<file path="src/rtl/tsw_pkg.sv">
`timescale 1ns/1ps
package tsw_pkg;

    typedef enum logic [1:0] {
        ST_HOLD  = 2'd0,
        ST_WATCH = 2'd1,
        ST_FIRE  = 2'd2,
        ST_PED   = 2'd3
    } tsw_state_e;

endpackage

</file>
<file path="src/rtl/tsw_queue_counter.sv">
`timescale 1ns/1ps
module tsw_queue_counter #(
    parameter int CW = 8
) (
    input  logic          clk,
    input  logic          rst_n,
    input  logic          enter_i,
    input  logic          exit_i,
    output logic [CW-1:0] cnt_o,
    output logic          chg_o
);

    localparam logic [CW-1:0] CMAX = '1;

    logic [CW-1:0] cnt_q;
    logic          up, dn;

    always_comb begin
        up    = enter_i && !exit_i && (cnt_q != CMAX);
        dn    = exit_i && !enter_i && (cnt_q != '0);
        chg_o = up || dn;
        cnt_o = cnt_q;
    end

    always_ff @(posedge clk or negedge rst_n) begin
        if (!rst_n)  cnt_q <= '0;
        else if (up) cnt_q <= cnt_q + 1'b1;
        else if (dn) cnt_q <= cnt_q - 1'b1;
    end

    a_r2_both_hold: assert property (@(posedge clk) disable iff (!rst_n)
        (enter_i && exit_i) |=> $stable(cnt_q));

    a_r2_floor: assert property (@(posedge clk) disable iff (!rst_n)
        (exit_i && !enter_i && cnt_q == '0) |=> (cnt_q == '0));

    a_r2_ceiling: assert property (@(posedge clk) disable iff (!rst_n)
        (enter_i && !exit_i && cnt_q == CMAX) |=> (cnt_q == CMAX));

endmodule

</file>
<file path="src/rtl/tsw_phase_timer.sv">
`timescale 1ns/1ps
module tsw_phase_timer #(
    parameter int TW        = 8,
    parameter int STALL_LIM = 5
) (
    input  logic          clk,
    input  logic          rst_n,
    input  logic          tick_i,
    input  logic          clear_i,
    input  logic          fav_chg_i,
    output logic [TW-1:0] t_o,
    output logic          stall_o
);

    localparam int            SW   = $clog2(STALL_LIM + 1);
    localparam logic [TW-1:0] TMAX = '1;
    localparam logic [SW-1:0] SLIM = SW'(STALL_LIM);

    logic [TW-1:0] t_q;
    logic [SW-1:0] st_q;

    always_ff @(posedge clk or negedge rst_n) begin
        if (!rst_n)                        t_q <= '0;
        else if (clear_i)                  t_q <= '0;
        else if (tick_i && t_q != TMAX)    t_q <= t_q + 1'b1;
    end

    always_ff @(posedge clk or negedge rst_n) begin
        if (!rst_n)                        st_q <= '0;
        else if (clear_i || fav_chg_i)     st_q <= '0;
        else if (tick_i && st_q < SLIM)    st_q <= st_q + 1'b1;
    end

    always_comb begin
        t_o     = t_q;
        stall_o = (st_q >= SLIM);
    end

    a_r8_restart: assert property (@(posedge clk) disable iff (!rst_n)
        clear_i |=> (t_q == '0 && st_q == '0));

    a_r6_stall_bound: assert property (@(posedge clk) disable iff (!rst_n)
        st_q <= SLIM);

    a_r4_time_step: assert property (@(posedge clk) disable iff (!rst_n)
        (!tick_i && !clear_i) |=> $stable(t_q));

endmodule

</file>
<file path="src/rtl/tsw_cost_eval.sv">
`timescale 1ns/1ps
module tsw_cost_eval #(
    parameter int CW = 8,
    parameter int AW = 6,
    parameter int BW = 10,
    parameter int FW = 17
) (
    input  logic        [1:0][CW-1:0] n_i,
    input  logic signed [AW-1:0]      alpha_i [2],
    input  logic signed [BW-1:0]      beta_i  [2],
    output logic signed [FW-1:0]      cost_o  [2]
);

    for (genvar g = 0; g < 2; g++) begin : g_arm
        logic signed [FW-1:0] own_s, opp_s, al_s, be_s;
        always_comb begin
            own_s     = FW'({1'b0, n_i[g]});
            opp_s     = FW'({1'b0, n_i[1-g]});
            al_s      = FW'(alpha_i[g]);
            be_s      = FW'(beta_i[g]);
            cost_o[g] = al_s * own_s + be_s - opp_s;
        end
    end

endmodule

</file>
<file path="src/rtl/tsw_switch_fsm.sv">
`timescale 1ns/1ps
module tsw_switch_fsm
    import tsw_pkg::*;
#(
    parameter int TW = 8,
    parameter int FW = 17
) (
    input  logic                 clk,
    input  logic                 rst_n,
    input  logic                 ped_i,
    input  logic                 left_i,
    input  logic [TW-1:0]        t_i,
    input  logic [TW-1:0]        min_i,
    input  logic [TW-1:0]        max_i,
    input  logic signed [FW-1:0] cost_i,
    input  logic                 stall_i,
    input  logic                 opp_nz_i,
    output tsw_state_e           state_o,
    output logic                 switch_o
);

    tsw_state_e state_q, state_d;
    logic       at_max, cost_low, stall_rel, release_ok;

    always_comb begin
        at_max     = (t_i >= max_i);
        cost_low   = cost_i[FW-1] || (cost_i == '0);
        stall_rel  = stall_i && opp_nz_i;
        release_ok = left_i ? at_max : (at_max || cost_low || stall_rel);
    end

    always_comb begin
        state_d = state_q;
        if (ped_i) begin
            state_d = ST_PED;
        end else begin
            unique case (state_q)
                ST_HOLD:  if (t_i >= min_i) state_d = ST_WATCH;
                ST_WATCH: if (release_ok)   state_d = ST_FIRE;
                ST_FIRE:                    state_d = ST_HOLD;
                ST_PED:                     state_d = ST_HOLD;
                default:                    state_d = ST_HOLD;
            endcase
        end
    end

    always_ff @(posedge clk or negedge rst_n) begin
        if (!rst_n) state_q <= ST_HOLD;
        else        state_q <= state_d;
    end

    always_comb begin
        state_o  = state_q;
        switch_o = (state_q == ST_FIRE) && !ped_i;
    end

    a_r8_single_pulse: assert property (@(posedge clk) disable iff (!rst_n)
        switch_o |=> !switch_o);

    a_r9_ped_enter: assert property (@(posedge clk) disable iff (!rst_n)
        ped_i |=> (state_q == ST_PED));

    a_r9_ped_exit: assert property (@(posedge clk) disable iff (!rst_n)
        (state_q == ST_PED && !ped_i) |=> (state_q == ST_HOLD));

endmodule

</file>
<file path="src/rtl/phase_switch_ctrl.sv">
`timescale 1ns/1ps
module phase_switch_ctrl
    import tsw_pkg::*;
#(
    parameter int CW        = 8,
    parameter int TW        = 8,
    parameter int AW        = 6,
    parameter int BW        = 10,
    parameter int STALL_LIM = 5
) (
    input  logic                 clk,
    input  logic                 rst_n,
    input  logic                 tick,
    input  logic                 enter_a,
    input  logic                 exit_a,
    input  logic                 enter_b,
    input  logic                 exit_b,
    input  logic                 fav_arm,
    input  logic                 left_phase,
    input  logic                 ped_active,
    input  logic signed [AW-1:0] cfg_alpha_a,
    input  logic signed [AW-1:0] cfg_alpha_b,
    input  logic signed [BW-1:0] cfg_beta_a,
    input  logic signed [BW-1:0] cfg_beta_b,
    input  logic [TW-1:0]        cfg_min_thru,
    input  logic [TW-1:0]        cfg_max_thru,
    input  logic [TW-1:0]        cfg_min_left,
    input  logic [TW-1:0]        cfg_max_left,
    output logic                 switch_o,
    output logic [CW-1:0]        cnt_a,
    output logic [CW-1:0]        cnt_b
);

    localparam int FW = ((CW + AW > BW) ? (CW + AW) : BW) + 3;

    // configuration held from reset
    logic signed [AW-1:0] alpha_q [2];
    logic signed [BW-1:0] beta_q  [2];
    logic [TW-1:0]        min_thru_q, max_thru_q, min_left_q, max_left_q;

    always_ff @(posedge clk) begin
        if (!rst_n) begin
            alpha_q[0] <= cfg_alpha_a;
            alpha_q[1] <= cfg_alpha_b;
            beta_q[0]  <= cfg_beta_a;
            beta_q[1]  <= cfg_beta_b;
            min_thru_q <= cfg_min_thru;
            max_thru_q <= cfg_max_thru;
            min_left_q <= cfg_min_left;
            max_left_q <= cfg_max_left;
        end
    end

    // queue counters
    logic [1:0]         enter_v, exit_v, chg_v;
    logic [1:0][CW-1:0] n_v;

    assign enter_v = {enter_b, enter_a};
    assign exit_v  = {exit_b, exit_a};

    for (genvar g = 0; g < 2; g++) begin : g_queue
        tsw_queue_counter #(.CW(CW)) u_q (
            .clk     (clk),
            .rst_n   (rst_n),
            .enter_i (enter_v[g]),
            .exit_i  (exit_v[g]),
            .cnt_o   (n_v[g]),
            .chg_o   (chg_v[g])
        );
    end

    assign cnt_a = n_v[0];
    assign cnt_b = n_v[1];

    // cost functions
    logic signed [FW-1:0] cost_v [2];

    tsw_cost_eval #(.CW(CW), .AW(AW), .BW(BW), .FW(FW)) u_cost (
        .n_i     (n_v),
        .alpha_i (alpha_q),
        .beta_i  (beta_q),
        .cost_o  (cost_v)
    );

    // phase timer and decision
    tsw_state_e           state;
    logic [TW-1:0]        t_now, min_sel, max_sel;
    logic                 stall, fav_chg, opp_nz, tmr_clear;
    logic signed [FW-1:0] cost_fav;

    always_comb begin
        fav_chg   = fav_arm ? chg_v[1] : chg_v[0];
        opp_nz    = fav_arm ? (n_v[0] != '0) : (n_v[1] != '0);
        cost_fav  = fav_arm ? cost_v[1] : cost_v[0];
        min_sel   = left_phase ? min_left_q : min_thru_q;
        max_sel   = left_phase ? max_left_q : max_thru_q;
        tmr_clear = (state == ST_FIRE) || (state == ST_PED) || ped_active;
    end

    tsw_phase_timer #(.TW(TW), .STALL_LIM(STALL_LIM)) u_timer (
        .clk       (clk),
        .rst_n     (rst_n),
        .tick_i    (tick),
        .clear_i   (tmr_clear),
        .fav_chg_i (fav_chg),
        .t_o       (t_now),
        .stall_o   (stall)
    );

    tsw_switch_fsm #(.TW(TW), .FW(FW)) u_fsm (
        .clk      (clk),
        .rst_n    (rst_n),
        .ped_i    (ped_active),
        .left_i   (left_phase),
        .t_i      (t_now),
        .min_i    (min_sel),
        .max_i    (max_sel),
        .cost_i   (cost_fav),
        .stall_i  (stall),
        .opp_nz_i (opp_nz),
        .state_o  (state),
        .switch_o (switch_o)
    );

    a_r4_min_met: assert property (@(posedge clk) disable iff (!rst_n)
        switch_o |-> (t_now >= min_sel));

    a_r8_timer_restart: assert property (@(posedge clk) disable iff (!rst_n)
        switch_o |=> (t_now == '0));

    a_r10_cfg_frozen: assert property (@(posedge clk) disable iff (!rst_n)
        1'b1 |=> ($stable(min_thru_q) && $stable(max_thru_q)
                  && $stable(min_left_q) && $stable(max_left_q)));

endmodule

</file>
<file path="config.mk">
export PLATFORM = sky130hd
export DESIGN_NAME = phase_switch_ctrl
export DESIGN_NICKNAME = d
export VERILOG_FILES = /design/src/rtl/tsw_pkg.sv /design/src/rtl/tsw_queue_counter.sv /design/src/rtl/tsw_phase_timer.sv /design/src/rtl/tsw_cost_eval.sv /design/src/rtl/tsw_switch_fsm.sv /design/src/rtl/phase_switch_ctrl.sv
export SDC_FILE = /design/constraint.sdc
export NUM_CORES = 1
export LEC_CHECK = 0
export ABC_CLOCK_PERIOD_IN_PS = 13500
export BUFFER_PORTS_ARGS = -buffer_cell sky130_fd_sc_hd__buf_4
export CORE_ASPECT_RATIO = 0.8
export CORE_MARGIN = 2
export CORE_UTILIZATION = 50
export CTS_CLUSTER_DIAMETER = 200
export DETAILED_ROUTE_END_ITERATION = 8
export GPL_ROUTABILITY_DRIVEN = 0
export PLACE_DENSITY = 0.68
export SKIP_CTS_REPAIR_TIMING = 1
export SLEW_MARGIN = 0
export SYNTH_ARGS = -nofsm -noshare
export SYNTH_HDL_FRONTEND = slang
export SYNTH_SLANG_ARGS = --single-unit
</file>
<file path="constraint.sdc">
create_clock -name clk -period 13.5 [get_ports clk]
set_input_delay 0.675 -clock clk [delete_from_list [all_inputs] [get_ports clk]]
set_output_delay 0.675 -clock clk [all_outputs]
set_load 0.05 [all_outputs]
</file>
==> key figures, run 1 <==
STA
  • Unrepaired setup endpoints after global routing: false
  • Setup violations, final: 0
  • Fin crit share: a little under half
  • Worst Tran Pin Value: roughly 860 ps
  • Min cycle time layout: between 6000 and 7000 ps
  • Fin Setup TNS: 0 ps
  • Fin Clk Skew: 9.733 ps
  • Max Slew Vio Count: 0
  • Final number of hold-violating endpoints: 0
  • Slew headroom: between 40 and 50%
  • Max Clock Freq: between 150 and 200 MHz

Critical path
  • CP endpoint kind: register
  • Crit path max-delay family: adder cells
  • CP bufs+invs: 4
  • Startpoint type of the worst setup path: register
  • Critical path arrival: 6640 ps
  • Crit Path Class: reg2reg
  • Sequence of cells on the critical path: nand2b_1 > fa_1 > fa_1 > inv_1 > fa_1 > inv_1 > fa_1 > inv_1 > ha_1 > and2_1 > a221oi_2 > nand2_1 > nor2_1 > nor2_1 > ha_1 > inv_1 > xnor2_1 > nor4_1 > o21ai_1 > a2111oi_2 > a2111oi_1 > or3_1
  • Setup slack, reg-to-reg: a little over 7000 ps
  • Slowest-stage cell, CP: dfrtp_1
  • Worst EP required: between 10000 and 15000 ps
  • Worst-path fanout max: 13
  • Slowest cell delay on critical path: approximately 560 ps

GRT
  • Largest net degree at the start of global routing: 65
  • Overall routing resource usage: 21.30%
  • Initial antenna violation count: 0
  • First-pass GRT wire length: about 34000 um
  • Vias in the first global route: 6766
  • Overflow after GRT: 0

Run
  • Max Cap Viol: 0

Detailed routing
  • WL per Instance: around 15 um
  • Residual DRC: 0
  • DRT iter0 DRCs: 453
  • Drt total wl: approximately 20000 um
  • Met2 WL: 8391 um
  • Post-route ant nets: 0
  • Number of iterations in the first detailed-routing pass: 5
  • DR top layer: met4
  • DR vias: approximately 7000
  • Routed wl met3: ~1100 um
  • WL met1: 10390 um
  • DR vias/cell: approximately 5.3

Synthesis
  • Post-Synthesis Cell Area: 0.009500 mm^2
  • Synth top area cells: edfxtp_1 (20%), fa_1 (16%), ha_1 (16%), dfrtp_1 (7.6%), inv_1 (6.3%)
  • Share of the synthesized area in the top cell type: roughly a fifth
  • Post-synth ARST share: a little under a third
  • Area leader, netlist: edfxtp_1
  • Count of different cell masters after synthesis: between 60 and 70
  • Post-Syn Nets: 1249
  • Yosys Warn Count: 0
  • Synth Area per Inst: between 9 and 10 um^2
  • Yosys reg bits: between 90 and 100
  • Synth Instances: around 970
  • Post-synth EDFFs: 64
  • Main synth FF type: edfxtp_1
  • Sequential-to-total area share from yosys stat: 27.87%

Place
  • Post-DP HPWL: roughly 16000 um
  • PortBufs: 90
  • Cell Area, Placed: between 0.01 and 0.015 mm^2

Clock tree
  • Clock insertion delay at the later pin of the skew report: ~360 ps
  • Total CTS buffers: 9
  • Clock tree buffer depth: 2
  • CTS tree: done
  • TritonCTS Sinks: 93
  • Clock Pin Slew Worst Setup and Hold Paths: roughly 80 ps
  • CTS H-tree lvls: 3
  • Root Driver: clkbuf_16

Floorplanning
  • Core area: about 0.019 mm^2
  • Die ar.: around 0.020 mm^2
  • Top-Level Pins: 91
  • Die Height: about 130 um
  • Site row count: between 40 and 50
  • Chip width: ~160 um
  • Initial Utilization: between 50% and 60%

Layout
  • Highest-count cells in the layout ignoring fill and taps: inv_1 (159), ha_1 (123), buf_4 (93)
  • Area growth syn-to-layout: 12.97%
  • Fraction of layout cells with a size suffix above 1: around an eighth
  • Final Cell Area: ~0.011 mm^2
  • Fillers: roughly 1700
  • # diodes: 0
  • Layout Nets: between 1000 and 1500
  • Finished Core Util: 57.07%
  • Commonest non-fill, non-tap cell in the layout: inv_1

Hold path
  • Hold crit path type: in2async

Outcome
  • Status: finished clean
## layout make-up
type | count | area (um^2) | share of cell area, %
sequential | 93 | 2648 | 24.67
inverter | 160 | 600.6 | 5.596
clock buffer | 9 | 225.2 | 2.098
multi-input combinational | 695 | 6152 | 57.32
clock inverter | 7 | 86.33 | 0.8044
tap | 258 | 322.8 | 3.008
timing repair buffer | 93 | 698.2 | 6.505
## cell families after synthesis
family,count (synthesis),synth area share (%)
compound gates,173,12.38
xor+xnor,37,3.411
fa+ha+maj,201,32.64
buf+inv,186,7.375
flops,93,27.87
mux,22,2.357
simple gates,262,13.97
## metrics by stage
| stage | setup slack (ps) | cells | hold WS [ps] |
|---|---|---|---|
| 6_report | 7105 | 1315 | 274.6 |
| 3_5_place_dp | 7087 | 1299 | 551.1 |
| 5_1_grt | 6778 | 1315 | 289.7 |
| 3_3_place_gp | 7298 | 1299 | 550.9 |
| 2_1_floorplan | 7353 | 974 | 379.4 |
| 4_1_cts | 7091 | 1315 | 279.1 |
## Yosys cell counts, types with 8 or more instances
cell type and instances:
xnor2_1 20, nor2_1 58, dfrtp_1 29, nand2b_1 9, nand2_1 76, o21ai_0 29
a21oi_1 49, fa_1 78, nor4_1 8, edfxtp_1 64, nor3_1 9, or3_1 8
xor2_1 17, ha_1 123, nand4_1 10, a211oi_1 10, clkbuf_1 23, inv_1 160
mux2i_1 19, and2_1 44, a21o_1 22
## path summary, 6_finish.rpt
kind                                                      from                                   to  cells after the start
max                        g_queue[0].u_q.cnt_o[0]$_DFFE_PN0P_         u_fsm.state_o[0]$_DFFE_PN0P_                     22
min                                                      rst_n  g_queue[1].u_q.cnt_o[1]$_DFFE_PN0P_                      1
max reg2reg                g_queue[0].u_q.cnt_o[0]$_DFFE_PN0P_         u_fsm.state_o[0]$_DFFE_PN0P_                     22
min reg2reg                        u_timer.st_q[2]$_DFFE_PN0P_          u_timer.st_q[2]$_DFFE_PN0P_                      1
max in group asynchronous                                rst_n  g_queue[0].u_q.cnt_o[2]$_DFFE_PN0P_                      1
min in group clk                                 cfg_beta_a[9]                 beta_q[19]$_DFFE_PN_                      1
## sequential cells by signal, summed over array words and instances, names as in the netlist
name,flops
min_left_q,8
u_timer.st_q,3
beta_q,20
max_thru_q,8
max_left_q,8
alpha_q,12
u_fsm.state_o,2
min_thru_q,8
g_queue.u_q.cnt_o,16
u_timer.t_o,8
## layer usage
layer / GRT usage (%) / up-vias
met2: 30.51 / 177
met1: 33.56 / 3307
met5: 0 / -
li1: - / 3468
met4: 4.187 / 0
met3: 4.104 / 15
Power of run 1 is not shown: default switching activity piles up to over one toggle a cycle in this logic, so the estimate is an artifact.
==> inputs of run 2 (changes only) <==
- ABC_CLOCK_PERIOD_IN_PS: 13500 -> 6600
- clock period: 13.5 -> 6.6 ns (I/O delays scaled with it)
==> run 2 against run 1 <==
Die area unchanged. Sequential share of layout area down 0.21 points. Design area up 1.0%. Wire length up 3.0%. Critical path depth up 1. Hold slack worse by 140 ps. Flip-flop and latch count unchanged. Non-clock buffer count up 13.
==> key figures, run 2 (synthesis gave the netlist of run 1 again) <==
Detailed routing
  • Residual DRC: 0
  • DR vias/cell: approximately 5.2
  • Drt total wl: between 20000 and 25000 um
  • Number of iterations in the first detailed-routing pass: 5
  • Post-route ant nets: 0
  • WL per Instance: between 15 and 20 um
  • DR vias: roughly 7000
  • DRT iter0 DRCs: between 400 and 500

GRT
  • GR Util met1: 32.25%
  • Largest net degree at the start of global routing: 42
  • Vias in the first global route: between 6000 and 7000
  • Initial antenna violation count: 0
  • Overflow after GRT: 0
  • Overall routing resource usage: 21.46%
  • GR Util met3: under 10%
  • Top Usage Layer GRT: met2
  • Met2 Resource Use GR: about a third
  • First-pass GRT wire length: approximately 34000 um

Floorplanning
  • Chip width: approximately 160 um
  • Top-Level Pins: about 90
  • Initial Utilization: about half
  • Site row count: 45
  • Die Height: 127.3 um
  • Core area: 0.01881 mm^2
  • Die ar.: ~0.020 mm^2

Clock tree
  • Total CTS buffers: 9
  • TritonCTS Sinks: 93
  • Root Driver: clkbuf_16
  • Clock insertion delay at the later pin of the skew report: roughly 360 ps
  • Clock tree buffer depth: 2
  • CTS H-tree lvls: 3
  • CTS tree: done
  • Clock Pin Slew Worst Setup and Hold Paths: 80 ps

Critical path
  • CP endpoint kind: register
  • CP bufs+invs: 5
  • Crit Path Class: reg2reg
  • Setup slack, reg-to-reg: between 300 and 400 ps
  • Startpoint type of the worst setup path: register
  • Reg2reg start: alpha_q[7]$_DFFE_PN_
  • Crit-path most repeated cell: inv_1
  • Worst-path fanout max: 8
  • Critical path arrival: around 6500 ps
  • Worst r2r dst: u_fsm.state_o[0]$_DFFE_PN0P_
  • Worst Reg-to-Reg Cells: 23
  • Slowest-stage cell, CP: fa_1
  • Slowest cell delay on critical path: 530 ps
  • Worst setup startpoint: alpha_q[7]$_DFFE_PN_
  • Worst EP required: a little under 7000 ps
  • Sequence of cells on the critical path: and2_1 > fa_1 > inv_1 > fa_1 > inv_1 > fa_1 > inv_1 > fa_1 > inv_1 > ha_1 > and2_1 > a221oi_2 > nand2_1 > nor2_1 > nor2_1 > ha_1 > inv_1 > xnor2_1 > nor4_2 > o21ai_1 > a2111oi_2 > a2111oi_1 > or3_1
  • Crit path max-delay family: adder cells

Hold path
  • Hold depth: 1
  • WHS Endpoint: alpha_q[9]$_DFFE_PN_
  • Hold path startpoint: cfg_alpha_a[3]
  • Hold crit path type: in2reg

Layout
  • Commonest non-fill, non-tap cell in the layout: inv_1
  • Register bank with the most flops: beta_q
  • Layout Nets: between 1000 and 1500
  • Highest-count cells in the layout ignoring fill and taps: inv_1 (159), ha_1 (123), buf_4 (105)
  • Fillers: 1694
  • Max reg flops: 20
  • # diodes: 0
  • Fraction of layout cells with a size suffix above 1: roughly an eighth
  • Area growth syn-to-layout: 14.11%

STA
  • Final number of hold-violating endpoints: 0
  • Setup violations, final: 0
  • Fin Setup TNS: 0 ps
  • Max Slew Vio Count: 0
  • Unrepaired setup endpoints after global routing: false
  • Max Clock Freq: around 160 MHz
  • Min cycle time layout: 6270 ps
  • Fin crit share: approximately 95%
  • Slew headroom: approximately 22%
  • Worst Tran Pin Value: ~1200 ps
  • Fin Clk Skew: around 9 ps

Run
  • Max Cap Viol: 0

Outcome
  • Status: finished clean

Place
  • Post-DP HPWL: 16470 um
  • PortBufs: 90
[run 2: cell count changes in the layout (fill, tap and decap cells not counted)]
cell / before / now
dfrtp_1: 29 / 26
inv_6: 3 / 2
clkinv_8: 3 / 2
buf_4: 93 / 105
nor4_2: 1 / 2
dlygate4sd3_1: 0 / 1
dfrtp_2: 0 / 3
inv_8: 1 / 3
nor4_1: 8 / 7
[run 2: area by class of cell]
cell class	count	area [um^2]	area share (%)
Inverter	160	600.6	5.540
Clock buffer	9	225.2	2.078
Multi-Input combinational cell	695	6158	56.81
Sequential cell	93	2651	24.46
Clock inverter	7	83.83	0.7733
Timing Repair Buffer	106	798.3	7.364
Tap cell	258	322.8	2.978
[run 2: metrics by stage]
stage	instance area [um^2]	hold WS, ps	setup slack (ps)	cells	util [%]
after floorplan	9500	34.41	452.8	974	-
after global placement	10470	314.1	469.9	1306	55.70
after detailed placement	10470	320.2	249.1	1306	55.70
after CTS	10780	-70.26	241.5	1322	57.34
after global routing	10840	118.1	4.066	1328	57.64
final	10840	134.5	329.9	1328	57.64
[run 2: worst max path at each step]
stage / endpoint / slack, ps / cells past startpoint
after floorplan: u_fsm.state_o[0]$_DFFE_PN0P_ / 450 / 21
after global placement: u_fsm.state_o[0]$_DFFE_PN0P_ / 470 / 23
after detailed placement: u_fsm.state_o[0]$_DFFE_PN0P_ / 250 / 23
after CTS: u_fsm.state_o[0]$_DFFE_PN0P_ / 240 / 23
after global routing: u_fsm.state_o[0]$_DFFE_PN0P_ / 4 / 21
final: u_fsm.state_o[0]$_DFFE_PN0P_ / 330 / 23
[run 2: worst reg2reg max path, stage by stage (launching register included)]
cell and delay [ps]:
edfxtp_1 510, and2_1 230, fa_1 500, inv_1 50, fa_1 490, inv_1 60, fa_1 530, inv_1 50
fa_1 520, inv_1 40, ha_1 330, and2_1 200, a221oi_2 330, nand2_1 140, nor2_1 110, nor2_1 50
ha_1 320, inv_1 70, xnor2_1 140, nor4_2 370, o21ai_1 130, a2111oi_2 440, a2111oi_1 140, or3_1 400
[run 2: layer usage]
| metal | wire length, um | share of wire [%] |
|---|---|---|
| met5 | 0 | 0 |
| met4 | 147 | 0.71 |
| met3 | 1032 | 5.0 |
| met2 | 9044 | 44 |
| met1 | 10420 | 50 |
Power of run 2 is left out for the same reason.
